### src/rtl/sce_pkg.sv
package sce_pkg;

  typedef enum logic [2:0] {
    CLS_NONE,
    CLS_WR8,
    CLS_RD8,
    CLS_WR16,
    CLS_BAD
  } cmd_class_e;

  typedef enum logic [1:0] {
    SH_HOLD,
    SH_LOAD,
    SH_OUT,
    SH_IN
  } shift_op_e;

  typedef enum logic [3:0] {
    ST_IDLE,
    ST_PRE,
    ST_CSSU,
    ST_WSU,
    ST_CLO,
    ST_CHI,
    ST_RSET,
    ST_GAP,
    ST_HOLD,
    ST_DONE
  } eng_state_e;

  function automatic cmd_class_e classify(input logic [7:0] code);
    cmd_class_e c;
    case (code)
      8'h01:                                  c = CLS_NONE;
      8'h80, 8'h81, 8'h82, 8'h83,
      8'h84, 8'h85, 8'h86, 8'h87:             c = CLS_WR8;
      8'h00, 8'hC0, 8'hC1:                    c = CLS_RD8;
      8'hB0, 8'hB1, 8'hB2, 8'hB3:             c = CLS_WR16;
      default:                                c = CLS_BAD;
    endcase
    return c;
  endfunction

endpackage

### src/rtl/sce_cmd_decode.sv
module sce_cmd_decode
  import sce_pkg::*;
#(
  parameter int NUM_CH = 4,
  parameter int CH_W   = 3
) (
  input  logic [7:0]      code,
  input  logic [CH_W-1:0] chan,
  output logic [1:0]      nbytes,
  output logic            is_read,
  output logic            reject
);

  cmd_class_e cls;

  always_comb begin
    cls     = classify(code);
    is_read = (cls == CLS_RD8);
    case (cls)
      CLS_NONE: nbytes = 2'd1;
      CLS_WR8:  nbytes = 2'd2;
      CLS_RD8:  nbytes = 2'd2;
      CLS_WR16: nbytes = 2'd3;
      default:  nbytes = 2'd1;
    endcase
    reject = (cls == CLS_BAD) || (int'(chan) >= NUM_CH);
  end

endmodule

### src/rtl/sce_delay_timer.sv
module sce_delay_timer #(
  parameter int W = 8
) (
  input  logic         clk,
  input  logic         rst_n,
  input  logic         load,
  input  logic [W-1:0] load_val,
  output logic         expired
);

  logic [W-1:0] cnt_q;
  logic [W-1:0] cnt_d;

  always_comb begin
    cnt_d = cnt_q;
    if (load) begin
      cnt_d = load_val;
    end else if (cnt_q != '0) begin
      cnt_d = cnt_q - 1'b1;
    end
  end

  always_ff @(posedge clk or negedge rst_n) begin
    if (!rst_n) begin
      cnt_q <= '0;
    end else begin
      cnt_q <= cnt_d;
    end
  end

  assign expired = (cnt_q == '0);

endmodule

### src/rtl/sce_shifter.sv
module sce_shifter
  import sce_pkg::*;
#(
  parameter int BW = 8
) (
  input  logic          clk,
  input  logic          rst_n,
  input  shift_op_e     op,
  input  logic [BW-1:0] din,
  input  logic          sin,
  output logic [BW-1:0] q,
  output logic [BW-1:0] q_nxt
);

  logic [BW-1:0] q_r;

  always_comb begin
    case (op)
      SH_LOAD: q_nxt = din;
      SH_OUT:  q_nxt = {q_r[BW-2:0], 1'b0};
      SH_IN:   q_nxt = {q_r[BW-2:0], sin};
      default: q_nxt = q_r;
    endcase
  end

  always_ff @(posedge clk or negedge rst_n) begin
    if (!rst_n) begin
      q_r <= '0;
    end else if (op != SH_HOLD) begin
      q_r <= q_nxt;
    end
  end

  assign q = q_r;

endmodule

### src/rtl/sce_engine.sv
module sce_engine
  import sce_pkg::*;
#(
  parameter int CYC_PER_US = 100,
  parameter int NUM_CH     = 4,
  parameter int CH_W       = 3
) (
  input  logic            clk,
  input  logic            rst_n,
  input  logic            start,
  input  logic [CH_W-1:0] chan,
  input  logic [7:0]      cmd,
  input  logic [7:0]      wbyte0,
  input  logic [7:0]      wbyte1,
  output logic            busy,
  output logic            done,
  output logic            err,
  output logic [7:0]      rdata,
  output logic            sclk,
  output logic            mosi,
  input  logic            miso,
  output logic [NUM_CH-1:0] sel_n
);

  localparam int T1 = CYC_PER_US;
  localparam int T2 = 2 * CYC_PER_US;
  localparam int T4 = 4 * CYC_PER_US;
  localparam int TW = $clog2(T4 + 1);
  localparam logic [TW-1:0] LD1 = TW'(T1 - 1);
  localparam logic [TW-1:0] LD2 = TW'(T2 - 1);
  localparam logic [TW-1:0] LD4 = TW'(T4 - 1);

  // reset: asserted asynchronously, released on a clock edge
  logic [1:0] rsync_q;
  logic       rst_q_n;

  always_ff @(posedge clk or negedge rst_n) begin
    if (!rst_n) begin
      rsync_q <= 2'b00;
    end else begin
      rsync_q <= {rsync_q[0], 1'b1};
    end
  end
  assign rst_q_n = rsync_q[1];

  // request decode
  logic [1:0] dec_nb;
  logic       dec_rd;
  logic       dec_reject;

  sce_cmd_decode #(.NUM_CH(NUM_CH), .CH_W(CH_W)) u_dec (
    .code    (cmd),
    .chan    (chan),
    .nbytes  (dec_nb),
    .is_read (dec_rd),
    .reject  (dec_reject)
  );

  // registers
  eng_state_e       state_q, state_d;
  logic [CH_W-1:0]  ch_q;
  logic [7:0]       cmd_q, p0_q, p1_q;
  logic [1:0]       nb_q;
  logic             rd_q;
  logic [1:0]       byte_q, byte_d;
  logic [2:0]       bit_q, bit_d;
  logic             sclk_q, sclk_d;
  logic             mosi_q, mosi_d;
  logic [NUM_CH-1:0] seln_q, seln_d;
  logic [7:0]       rdata_q, rdata_d;
  logic             err_q, err_d;
  logic             latch;

  // timer and shifter
  logic          tmr_load;
  logic [TW-1:0] tmr_val;
  logic          tmr_exp;
  shift_op_e     sh_op;
  logic [7:0]    sh_din;
  logic [7:0]    sh_q;
  logic [7:0]    sh_nxt;

  sce_delay_timer #(.W(TW)) u_tmr (
    .clk      (clk),
    .rst_n    (rst_q_n),
    .load     (tmr_load),
    .load_val (tmr_val),
    .expired  (tmr_exp)
  );

  sce_shifter #(.BW(8)) u_sh (
    .clk   (clk),
    .rst_n (rst_q_n),
    .op    (sh_op),
    .din   (sh_din),
    .sin   (miso),
    .q     (sh_q),
    .q_nxt (sh_nxt)
  );

  logic cur_rd;
  logic end_byte;
  logic last_byte;

  // next-state logic
  always_comb begin
    state_d  = state_q;
    byte_d   = byte_q;
    bit_d    = bit_q;
    rdata_d  = rdata_q;
    err_d    = err_q;
    latch    = 1'b0;
    tmr_load = 1'b0;
    tmr_val  = LD1;
    sh_op    = SH_HOLD;
    sh_din   = cmd_q;
    end_byte = 1'b0;
    cur_rd   = rd_q && (byte_q != 2'd0);
    last_byte = (byte_q == (nb_q - 2'd1));

    case (state_q)
      ST_IDLE: begin
        if (start) begin
          latch = 1'b1;
          if (dec_reject) begin
            err_d   = 1'b1;
            state_d = ST_DONE;
          end else begin
            err_d    = 1'b0;
            state_d  = ST_PRE;
            tmr_load = 1'b1;
            tmr_val  = LD2;
          end
        end
      end
      ST_PRE: begin
        if (tmr_exp) begin
          state_d  = ST_CSSU;
          tmr_load = 1'b1;
          tmr_val  = LD2;
        end
      end
      ST_CSSU: begin
        if (tmr_exp) begin
          sh_op    = SH_LOAD;
          sh_din   = cmd_q;
          bit_d    = 3'd0;
          byte_d   = 2'd0;
          state_d  = ST_WSU;
          tmr_load = 1'b1;
          tmr_val  = LD2;
        end
      end
      ST_WSU: begin
        if (tmr_exp) begin
          state_d  = ST_CLO;
          tmr_load = 1'b1;
          tmr_val  = LD1;
        end
      end
      ST_CLO: begin
        if (tmr_exp) begin
          state_d  = ST_CHI;
          tmr_load = 1'b1;
          tmr_val  = LD1;
        end
      end
      ST_CHI: begin
        if (tmr_exp) begin
          if (cur_rd) begin
            state_d  = ST_RSET;
            tmr_load = 1'b1;
            tmr_val  = LD2;
          end else begin
            sh_op = SH_OUT;
            if (bit_q == 3'd7) begin
              end_byte = 1'b1;
            end else begin
              bit_d    = bit_q + 3'd1;
              state_d  = ST_WSU;
              tmr_load = 1'b1;
              tmr_val  = LD2;
            end
          end
        end
      end
      ST_RSET: begin
        if (tmr_exp) begin
          sh_op = SH_IN;
          if (bit_q == 3'd7) begin
            end_byte = 1'b1;
          end else begin
            bit_d    = bit_q + 3'd1;
            state_d  = ST_CLO;
            tmr_load = 1'b1;
            tmr_val  = LD1;
          end
        end
      end
      ST_GAP: begin
        if (tmr_exp) begin
          bit_d    = 3'd0;
          tmr_load = 1'b1;
          if (rd_q) begin
            state_d = ST_CLO;
            tmr_val = LD1;
          end else begin
            sh_op   = SH_LOAD;
            sh_din  = (byte_q == 2'd1) ? p0_q : p1_q;
            state_d = ST_WSU;
            tmr_val = LD2;
          end
        end
      end
      ST_HOLD: begin
        if (tmr_exp) begin
          state_d = ST_DONE;
        end
      end
      ST_DONE: begin
        state_d = ST_IDLE;
      end
      default: begin
        state_d = ST_IDLE;
      end
    endcase

    if (end_byte) begin
      if (cur_rd) begin
        rdata_d = sh_nxt;
      end
      tmr_load = 1'b1;
      tmr_val  = LD4;
      if (last_byte) begin
        state_d = ST_HOLD;
      end else begin
        byte_d  = byte_q + 2'd1;
        state_d = ST_GAP;
      end
    end
  end

  // output next values, taken from the next state
  logic sel_window;

  always_comb begin
    sclk_d = (state_d != ST_CLO);
    sel_window = (state_d == ST_CSSU) || (state_d == ST_WSU) ||
                 (state_d == ST_CLO)  || (state_d == ST_CHI) ||
                 (state_d == ST_RSET) || (state_d == ST_GAP) ||
                 (state_d == ST_HOLD);
    if (state_d == ST_PRE && state_q == ST_IDLE) begin
      mosi_d = 1'b1;
    end else if (state_d == ST_WSU && state_q != ST_WSU) begin
      mosi_d = sh_nxt[7];
    end else begin
      mosi_d = mosi_q;
    end
  end

  for (genvar gi = 0; gi < NUM_CH; gi++) begin : g_sel
    always_comb begin
      seln_d[gi] = !(sel_window && (int'(ch_q) == gi));
    end
  end

  // register process
  always_ff @(posedge clk or negedge rst_q_n) begin
    if (!rst_q_n) begin
      state_q <= ST_IDLE;
      byte_q  <= 2'd0;
      bit_q   <= 3'd0;
      sclk_q  <= 1'b1;
      mosi_q  <= 1'b1;
      seln_q  <= '1;
      rdata_q <= 8'h00;
      err_q   <= 1'b0;
    end else begin
      state_q <= state_d;
      byte_q  <= byte_d;
      bit_q   <= bit_d;
      sclk_q  <= sclk_d;
      mosi_q  <= mosi_d;
      seln_q  <= seln_d;
      rdata_q <= rdata_d;
      err_q   <= err_d;
    end
  end

  always_ff @(posedge clk or negedge rst_q_n) begin
    if (!rst_q_n) begin
      ch_q  <= '0;
      cmd_q <= 8'h00;
      p0_q  <= 8'h00;
      p1_q  <= 8'h00;
      nb_q  <= 2'd1;
      rd_q  <= 1'b0;
    end else if (latch) begin
      ch_q  <= chan;
      cmd_q <= cmd;
      p0_q  <= wbyte0;
      p1_q  <= wbyte1;
      nb_q  <= dec_nb;
      rd_q  <= dec_rd;
    end
  end

  assign busy  = (state_q != ST_IDLE);
  assign done  = (state_q == ST_DONE);
  assign err   = done && err_q;
  assign rdata = rdata_q;
  assign sclk  = sclk_q;
  assign mosi  = mosi_q;
  assign sel_n = seln_q;

endmodule

### config.mk
export PLATFORM = sky130hd
export DESIGN_NAME = sce_engine
export DESIGN_NICKNAME = d
export VERILOG_FILES = /design/src/rtl/sce_pkg.sv /design/src/rtl/sce_cmd_decode.sv /design/src/rtl/sce_delay_timer.sv /design/src/rtl/sce_shifter.sv /design/src/rtl/sce_engine.sv
export SDC_FILE = /design/constraint.sdc
export NUM_CORES = 1
export LEC_CHECK = 0
export ABC_AREA = 1
export BUFFER_PORTS_ARGS = -buffer_cell sky130_fd_sc_hd__buf_2
export CAP_MARGIN = 20
export CELL_PAD_IN_SITES_DETAIL_PLACEMENT = 0
export CELL_PAD_IN_SITES_GLOBAL_PLACEMENT = 2
export CORE_MARGIN = 4
export CORE_UTILIZATION = 34
export CTS_BUF_LIST = sky130_fd_sc_hd__clkbuf_16
export DETAILED_ROUTE_END_ITERATION = 16
export PLACE_DENSITY = 0.77
export RECOVER_POWER = 100
export SYNTH_ARGS = -nofsm -noshare
export SYNTH_HDL_FRONTEND = slang
export SYNTH_SLANG_ARGS = --single-unit
### constraint.sdc
create_clock -name clk -period 3.1 [get_ports clk]
set_clock_uncertainty 0.2 [all_clocks]
set_input_delay 0.465 -clock clk [delete_from_list [all_inputs] [get_ports clk]]
set_output_delay 0.465 -clock clk [all_outputs]
set_load 0.01 [all_outputs]
==> results.toml <==
[timing]
rsz0062_at_grt = "false"
worst_pin_slew_ns = 1.27
hold_viol = 0
timing.setup.tns_ns = 0
slew_viol_final = 0
max_freq_ghz = 0.382
slew-limit-headroom_pct = 15.4
finalSetupViolCount = 0
layout_min_cycle_time_ns = 2.62
period_share_pct = 84.4

[synthesis]
synth_top_cell_area_share_pct = 41.9
synth_seq_cells = 73
ys_seq_area_share_pct = 46.6
synth_most_common_cell = "nand2_1"
synth-main-ff-cell = "dfrtp_1"
synth.distinct_cells = 41
syn_nets = 525
yosysWarningCount = 0
syn-instance-count = 488
synth_edf_count = 0
synthTopCellsByArea = "dfrtp_1 (42%), nand2_1 (14%), nor2_1 (5.0%)"
syn_avg_cell_area_sq_um = 8.07
synth_area_sq_um = 3940
async_flop_share_pct = 100
synth_common_cells = "nand2_1 (144), dfrtp_1 (66), nor2_1 (52)"
yosysTopAreaCell = "dfrtp_1"

[layout]
final_nets = 579
design_area_sq_um = 4600
antenna_cells = 0
drive_gt1_share_pct = 15.7
fillerInstances = 1227
area_growth_syn_to_layout_pct = 16.6

[worst_setup_path]
cp_max_fo = 18
crit_slowest_cell = "dfrtp_1"
cp-startpoint = "u_tmr.cnt_q[0]$_DFFE_PN0P_"
cp-end-kind = "flop"
start_kind = "flop"
cp_slowest_stage_delay_ns = 0.37
cp.arrival_ns = 2.64
path_class = "reg2reg"
worst_ep_required_time_ns = 3.12
r2r-start = "u_tmr.cnt_q[0]$_DFFE_PN0P_"
critical_path.cell_chain = "inv_1 -> ha_1 -> nand3_1 -> nor2_8 -> nand3_4 -> nand2_1 -> nor2_1 -> a22oi_1 -> o21ai_0 -> mux2_4"

[routing]
first_iter_violations = 164
final_antenna_net_count = 0
viasPerCell = 4.65
firstDrtPassIters = 4
wl_um = 9630
vias = 3207
drc = 0
avgRoutedWirePerCell_um = 14.0

[clock_tree]
cts_tree = "yes"
cts_buffers = 9
htree_num_levels = 3
max-clock-path-buffers = 2
clockRootBuffer = "clkbuf_16"
insertion_delay_ns = 0.33
cts_sinks = 73
clk_pin_slew_ns = 0.06

[global_routing]
antenna_found_initial = 0
track_usage_pct = 15.4
grt_remaining_overflow = 0
grt_pass1_vias = 3258
grt_start_max_net_pins = 42
grt_pass1_wl_um = 16100

[die]
coreArea_sq_um = 11400
ioPinCount = 48
rows = 39
chipHeight_um = 116
die_x_um = 116
initial_utilization_pct = 34.7
dieArea_sq_um = 13400

[power]
cellLeakagePower_uw = 0.00231
pwr_density_cell_nw_per_um2 = 752
peakVddDrop_v = 0.000316

[placed_design]
place_area_sq_um = 4360
gp_congestion = 0.886
dp_hpwl_um = 7470
numPortBuffers = 47

[status]
outcome = "complete, no violations"

[min_path]
hp-start = "wbyte1[3]"
hp-class = "in2reg"

[flow_run]
cap_violations = 0
==> layout make-up <==
class / count / area (sq um) / share of cell area [%]
sequential: 73 / 1840 / 39.9
inverter: 54 / 205 / 4.47
multi-input combinational: 353 / 1830 / 39.8
tap: 143 / 179 / 3.89
timing repair buffer: 51 / 236 / 5.15
clock buffer: 9 / 225 / 4.90
clock inverter: 7 / 86.3 / 1.88
==> cell usage in the layout, fill, tap and decap left out, types with 3 or more instances in the layout <==
| master | count |
|---|---|
| a21oi_1 | 18 |
| a22oi_1 | 3 |
| buf_2 | 29 |
| clkbuf_1 | 19 |
| clkbuf_16 | 9 |
| dfrtp_1 | 66 |
| dfstp_2 | 7 |
| ha_1 | 6 |
| inv_1 | 51 |
| mux2_2 | 7 |
| nand2_1 | 147 |
| nand2_2 | 4 |
| nand3_1 | 23 |
| nand3b_1 | 4 |
| nor2_1 | 55 |
| nor2_4 | 4 |
| nor2_8 | 3 |
| nor3_1 | 8 |
| o211ai_1 | 5 |
| o21ai_0 | 39 |
| xor2_1 | 4 |
==> registers in the layout, indices dropped and copies added, names as in the netlist, 2 cells and up <==
register	flops
bit_q	3
byte_q	2
ch_q	3
cmd_q	8
nb_q	2
p0_q	8
p1_q	8
rdata	8
rsync_q	2
sel_n	4
state_q	4
u_sh.q	8
u_tmr.cnt_q	9
==> path summary, 6_finish.rpt <==
path | end | slack [ns] | depth (start not counted)
min in group asynchronous | rsync_q[1]$_DFF_PN0_ | 0.24 | 2
worst max-delay path | rdata[1]$_DFFE_PN0P_ | 0.48 | 10
worst min-delay path | p1_q[3]$_DFFE_PN0P_ | 0.12 | 3
worst max register to register | rdata[1]$_DFFE_PN0P_ | 0.48 | 10
max in group asynchronous | cmd_q[0]$_DFFE_PN0P_ | 0.71 | 1
worst min register to register | rsync_q[1]$_DFF_PN0_ | 0.16 | 0
==> metal layers <==
metal	vias up	track usage, %	wire [um]
li1	1677	-	-
met1	1476	19.7	4390
met2	42	26.5	4820
met3	12	3.13	289
met4	0	4.49	133
met5	-	0	0
==> kinds of logic after synthesis <==
group                      Yosys count  share of synthesized area [%]
and+or+nand+nor                    263                           32.0
buffers and inverters               62                           6.10
other                                1                         0.0952
xor gates and xnor gates             5                           1.11
DFF                                 73                           46.6
muxes                                8                           2.38
adders and majority gates            6                           1.91
AOI/OAI and AO/OA                   70                           9.81
==> what timing repair did <==
item,4_1_cts,5_1_grt
endpoints found under the hold margin,2,0
gates resized for setup,0,0
hold buffers,1,0
buffers inserted,0,0
==> through the flow <==
stage / total power (uW) / utilization, % / setup slack, ns / std cells / hold WS, ns
after CTS: 3540 / 41.1 / 0.653 / 690 / 0.113
after global routing: 3750 / 40.4 / 0.248 / 690 / 0.127
after global placement: 2430 / 38.3 / 0.712 / 673 / 0.0491
after detailed placement: 2430 / 38.3 / 0.670 / 673 / 0.0503
final: 3450 / 40.4 / 0.482 / 690 / 0.121
after floorplan: 2120 / - / 0.729 / 488 / -0.0306
==> worst max-delay path: cells and delay by family, from the launching register on <==
family / cells / cell delay [ns]
AND/OR/NAND/NOR: 5 / 0.99
flip-flops: 1 / 0.37
AO/OA/AOI/OAI: 2 / 0.31
multiplexers: 1 / 0.28
adder cells (fa/ha/maj): 1 / 0.23
buffers and inverters: 1 / 0.12
==> report_power, final <==
part / internal, uW / total [uW] / switching, uW / leakage, uW
Clock: 642 / 1080 / 442 / 0.000150
Combinational: 341 / 954 / 613 / 0.00125
Sequential: 1230 / 1420 / 187 / 0.000904
Total: 2210 / 3450 / 1240 / 0.00231
No activity file was read; power rests on OpenSTA's default activity.
